===== config.mk =====
export PLATFORM = sky130hd
export DESIGN_NAME = toggle_poll_fsm
export DESIGN_NICKNAME = d
export VERILOG_FILES = /design/src/rtl/toggle_poll_fsm.sv
export SDC_FILE = /design/constraint.sdc
export NUM_CORES = 1
export LEC_CHECK = 0
export CORE_MARGIN = 3
export CORE_UTILIZATION = 45
export DETAILED_ROUTE_END_ITERATION = 8
export HOLD_SLACK_MARGIN = 0.06
export PLACE_DENSITY = 0.94
export SETUP_SLACK_MARGIN = 0.2
export SYNTH_ARGS = -nofsm -noshare
export SYNTH_HDL_FRONTEND = slang
export SYNTH_SLANG_ARGS = --single-unit

===== constraint.sdc =====
create_clock -name clk -period 3.1 [get_ports clk]
set_input_delay 0.31 -clock clk [delete_from_list [all_inputs] [get_ports clk]]
set_output_delay 0.31 -clock clk [all_outputs]
set_load 0.01 [all_outputs]

===== src/rtl/toggle_poll_fsm.sv =====
module toggle_poll_fsm #(
  parameter int AW        = 24,
  parameter int DW        = 16,
  parameter int MAX_POLLS = 1000,
  localparam int IW       = $clog2(MAX_POLLS + 1)
) (
  input  logic          clk,
  input  logic          rst_n,
  input  logic          start,
  input  logic [AW-1:0] poll_addr,
  output logic          bus_req,
  output logic          bus_we,
  output logic [AW-1:0] bus_addr,
  output logic [DW-1:0] bus_wdata,
  input  logic          bus_ready,
  input  logic [7:0]    bus_rdata,
  output logic          done,
  output logic          fail,
  output logic          busy
);

  typedef enum logic [2:0] {S_IDLE, S_RD1, S_RD2, S_RC1, S_RC2, S_RST} st_t;

  st_t           st;
  logic [AW-1:0] addr_q;
  logic          b6_q;
  logic [IW-1:0] polls;
  logic          done_q, fail_q;

  wire xfer = bus_req && bus_ready;
  wire same = (bus_rdata[6] == b6_q);

  always_ff @(posedge clk) begin
    if (!rst_n) begin
      st     <= S_IDLE;
      addr_q <= '0;
      b6_q   <= 1'b0;
      polls  <= '0;
      done_q <= 1'b0;
      fail_q <= 1'b0;
    end else begin
      done_q <= 1'b0;
      fail_q <= 1'b0;
      case (st)
        S_IDLE: if (start) begin
          addr_q <= poll_addr;
          polls  <= '0;
          st     <= S_RD1;
        end
        S_RD1: if (xfer) begin
          b6_q <= bus_rdata[6];
          st   <= S_RD2;
        end
        S_RD2: if (xfer) begin
          if (same) begin
            done_q <= 1'b1;
            st     <= S_IDLE;
          end else if (bus_rdata[5]) begin
            st <= S_RC1;
          end else if (polls == IW'(MAX_POLLS - 1)) begin
            st <= S_RST;
          end else begin
            polls <= polls + 1'b1;
            st    <= S_RD1;
          end
        end
        S_RC1: if (xfer) begin
          b6_q <= bus_rdata[6];
          st   <= S_RC2;
        end
        S_RC2: if (xfer) begin
          if (same) begin
            done_q <= 1'b1;
            st     <= S_IDLE;
          end else begin
            st <= S_RST;
          end
        end
        S_RST: if (xfer) begin
          fail_q <= 1'b1;
          st     <= S_IDLE;
        end
        default: st <= S_IDLE;
      endcase
    end
  end

  assign bus_req   = (st != S_IDLE);
  assign bus_we    = (st == S_RST);
  assign bus_addr  = addr_q;
  assign bus_wdata = bus_we ? DW'(8'hF0) : '0;
  assign busy      = bus_req;
  assign done      = done_q;
  assign fail      = fail_q;

endmodule



==> Yosys cells after proc, flatten, opt, wreduce, memory -nomap -nowiden <==
Cells that the tools add are included.
W data, S select, Z words.
{ "totals": {"ff_bits": 40, "out_inout_bits": 45, "word_cells": 55} }
{ "op_classes": {"add_sub_neg": 1, "n_eq_ne": 16, "n_mux": 20, "reduce_logical": 12} }
{ "op_table": {"columns": ["operator", "count"], "rows": [
  ["$mux W10", 5],
  ["$mux W3", 10],
  ["$pmux W10 S2", 1],
  ["$pmux W3 S6", 1],
  ["$ne A2 B2 Y1 const B", 8],
  ["$reduce_and A6 Y1", 2],
  ["$add A10 B1 Y10 const B", 1],
  ["$eq A10 B10 Y1 const B", 1],
  ["$mux W8", 1],
  ["$eq A3 B2 Y1 const B", 2],
  ["$eq A3 B3 Y1 const B", 2],
  ["$reduce_and A2 Y1", 3],
  ["$reduce_or A2 Y1", 2],
  ["$eq A3 B1 Y1 const B", 1],
  ["$logic_not A3 Y1", 1],
  ["$reduce_and A3 Y1", 1],
  ["$reduce_bool A3 Y1", 1],
  ["$mux W1", 2],
  ["$ne A2 B1 Y1 const B", 1],
  ["$reduce_bool A2 Y1", 1],
  ["$eq A1 B1 Y1", 1],
  ["$logic_and A1 B1 Y1", 1]
]} }

==> Depth between registers and ports, before layout <==
{ "logic_depth": {"word_depth": 6, "depth_mapped": 7, "depth_no_buf": 5} }

==> Worst setup path before layout <==
OpenSTA, ideal clock, no wires.
{ "synth_path": {"kind": "in2reg", "start": "input port bus_ready", "end": "register polls[2]", "arrival_ns": 1.691, "required_ns": 2.978, "setup_slack_ns": 1.287, "path_stages": 6, "n_path_buf": 2, "cell_sequence": "buf_2 -> nand3b_1 -> or4_1 -> clkbuf_2 -> o21ai_0 -> o2bb2a_1"} }
{ "synth_between": {"elab_chain_len": 3} }
{ "synth_lines": {"columns": ["item", "line_no", "text"], "rows": [
  ["start: declaration", "15", "input logic bus_ready,"],
  ["$logic_and A1 B1 Y1", "30", "wire xfer = bus_req && bus_ready;"],
  ["$ne A2 B2 Y1 (no source line)", null, null],
  ["$reduce_and A6 Y1 (no source line)", null, null],
  ["end signal: assignment", "63", "polls <= polls + 1'b1;"],
  ["end: declaration", "27", "logic [IW-1:0] polls;"]
]} }
Every way passes these cells.
A chain may end at the register's enable or synchronous reset.

==> Final worst setup path <==
{ "layout_path": {"start": "register st[2]", "end": "output port bus_wdata[6]"} }
{ "layout_between": {"elab_chain_len": 2} }
{ "layout_lines": {"columns": ["item", "line_no", "text"], "rows": [
  ["start: declaration", "24", "st_t st;"],
  ["start signal: assignment", "35", "st <= S_IDLE;"],
  ["start signal: assignment", "48", "st <= S_RD1;"],
  ["start signal: assignment", "52", "st <= S_RD2;"],
  ["$eq A3 B3 Y1", "89", "assign bus_we = (st == S_RST);"],
  ["$mux W8", "91", "assign bus_wdata = bus_we ? DW'(8'hF0) : '0;"],
  ["end: declaration", "14", "output logic [DW-1:0] bus_wdata,"]
]} }
Every way passes these cells.

==> flow_summary.ini <==
[cells_and_area]
syn_to_final_growth_pct = 36.38
antenna_cells = 0
fin_nets = 332
seq_area_sq_um = 800.8
drive_gt1_share_pct = 5.405
fillerInstances = 319
multiInputGateArea_sq_um = 950.9

[pwr]
power_density_nw_per_um2 = 470.1
finalPower_mw = 1.222
max-vdd-ir-drop_v = 0.0002940
leakage_nw = 0.9497

[drt]
drt_wl_total_um = 4645
ant_nets = 0
vias_per_cell = 5.341
drc = 0
drtPass1Iterations = 4
first_iter_violations = 162
wl_per_cell_um = 13.42
route.vias.total = 1848

[setup_path]
start_kind = flip-flop
critPathLaunch = st[2]$_SDFFE_PN0P_
r2r_end = polls[7]$_SDFFE_PN0P_
reg2reg_slack_ns = 1.09
crit_path_end_kind = output port
worst_ep_required_time_ns = 2.79
cp.arrival_ns = 2.00
reg2reg_from = polls[0]$_SDFFE_PN0P_
path_class = reg -> out
cp-endpoint = bus_wdata[6]
crit_fanout = 12
reg2reg_depth = 5

[synthesis]
synthCells = 242
synth.distinct_cells = 43
yosys_warnings = 0
synth_flop_cell = dfxtp_1
syn_area_per_cell_sq_um = 7.874
yosysSeqAreaShare_pct = 42.02
ys_seq_elements = 40
synth_area_leaders = dfxtp_1 42%, nand2_1 11%, a21oi_1 8.1%
yosys.area.top_type = dfxtp_1
yosys.area.top_type_share_pct = 42.02
synth_edf_count = 0
syn-cell-area_sq_um = 1906
async_flop_share_pct = 0

[cts]
root_buffer = clkbuf_8
clkTransAtPathRegs_ns = 0.08
clk_latency_ns = 0.29
cts_repair_resize_count = 0
htreeDepth = 2
clk_path_buf_depth = 2
holdBufCountCts = 0
clock-sinks = 40
cts_tree = built
post_cts_buffers = 0
numCtsBuffers = 5

[floorplanning]
die_height_um = 71.08
num_rows = 23
io_pins = 81
dieArea_sq_um = 5052
core_region_area_sq_um = 4029
dieWidth_um = 71.08
start_util_pct = 47.30

[placed_design]
gp_congestion = 0.8740
dp_hpwl_um = 3205
port_buffers = 62

[sta]
period_share_pct = 74.64
fin_crit_ns = 2.314
hold_viol = 0
slew_violations = 0
fin_setup_tns_ns = 0
rsz0062_at_grt = false
skew_ns = 0.005777
setup_violations = 0
tightest_slew_ns = 0.7315
max_freq_mhz = 432.2
slew_headroom_pct = 50.55

[global_route]
grt_max_degree = 31
grt_pass1_vias = 1786
grt_usage_pct = 18.38
antenna_found_initial = 0
grt_pass1_wl_um = 7590
grt_overflow_total = 0

[min_path]
hp-class = reg -> reg

[run]
maxCapViolations = 0

[outcome]
outcome = finished, final reports clean
[Yosys cell counts (all sizes together), types with 2 or more instances]
cell type and n:
a21oi 31, or4 3, o21ai 4, nor3 4, o21a 2, mux2i 4, buf 18, nand2 56
nor2 10, a31oi 6, nor2b 2, o311ai 2, clkbuf 15, nor4b 2, nand3 7, dfxtp 40
nor4 3, nand3b 3, nand4 3, inv 3, and4 2, o2111ai 2, nand4b 2
[placed cells by master (no fill, tap or decap), drive strengths merged, types with 6 or more instances in the layout]
master,instances
dfxtp,40
nor2,10
a31oi,6
conb,12
nand2,56
buf,6
a21oi,31
clkdlybuf4s50,62
clkbuf,6
nand3,7
[stage by stage]
step	util (%)	instances	cell area, sq um	setup slack [ns]	hold WS [ns]
finish	64.50	346	2599	0.7860	0.4551
global route	64.50	346	2599	0.6246	0.4720
CTS	64.50	346	2599	0.7817	0.4575
detailed placement	61.83	338	2491	0.6760	0.4462
global placement	61.83	338	2491	0.6991	0.4409
floorplan	-	253	1947	1.287	0.4460
[worst max-delay path, stage by stage, from the launching register on]
cell             delay, ns
dfxtp_1               0.55
inv_1                 0.17
nor2_1                0.19
and2_1                0.22
clkdlybuf4s50_1       0.57
[power by group]
part           internal [mW]  total (mW)  switching [mW]
sequential             0.541       0.560          0.0189
clock                  0.239       0.419           0.180
combinational          0.122       0.242           0.120
total                  0.902        1.22           0.319
[area by class of cell]
class	count	area share, %
clock inverters	2	1.348
flip-flops and latches	40	30.81
inverters	3	0.4333
clock buffers	6	2.792
multi-input cells	177	36.59
repair buffers	68	25.61
well taps	50	2.407
[metal layers]
metal / part of all wire, % / vias up / GRT usage, %
met2: 48 / 77 / 29.97
met5: 0 / - / 0
met1: 43 / 835 / 22.99
li1: - / 925 / -
met3: 6.9 / 11 / 4.830
met4: 1.7 / 0 / 7.724
[worst min-delay path by stage]
| stage | startpoint | to | depth (start not counted) |
|---|---|---|---|
| floorplan | poll_addr[0] | bus_addr[0]$_SDFFE_PN0P_ | 2 |
| global placement | bus_addr[18]$_SDFFE_PN0P_ | bus_addr[18]$_SDFFE_PN0P_ | 2 |
| detailed placement | bus_addr[9]$_SDFFE_PN0P_ | bus_addr[9]$_SDFFE_PN0P_ | 2 |
| CTS | bus_addr[23]$_SDFFE_PN0P_ | bus_addr[23]$_SDFFE_PN0P_ | 2 |
| global route | bus_addr[17]$_SDFFE_PN0P_ | bus_addr[17]$_SDFFE_PN0P_ | 2 |
| finish | bus_addr[8]$_SDFFE_PN0P_ | bus_addr[8]$_SDFFE_PN0P_ | 2 |
[state kept, by name, summed over array words and instances, names as in the netlist]
register  count
bus_addr     24
polls        10
st            3
b6_q          1
done          1
fail          1
[cells by family after synthesis]
kind of cell	count (synthesis)	share of synthesized area, %
adder cells (fa/ha/maj)	1	0.6565
AO/OA/AOI/OAI	56	18.12
buffers and inverters	36	10.57
multiplexers	4	2.101
XOR/XNOR	2	0.9194
AND/OR/NAND/NOR	102	25.41
flip-flops	40	42.02
other	1	0.1968
(Power assumes the default switching activity.)
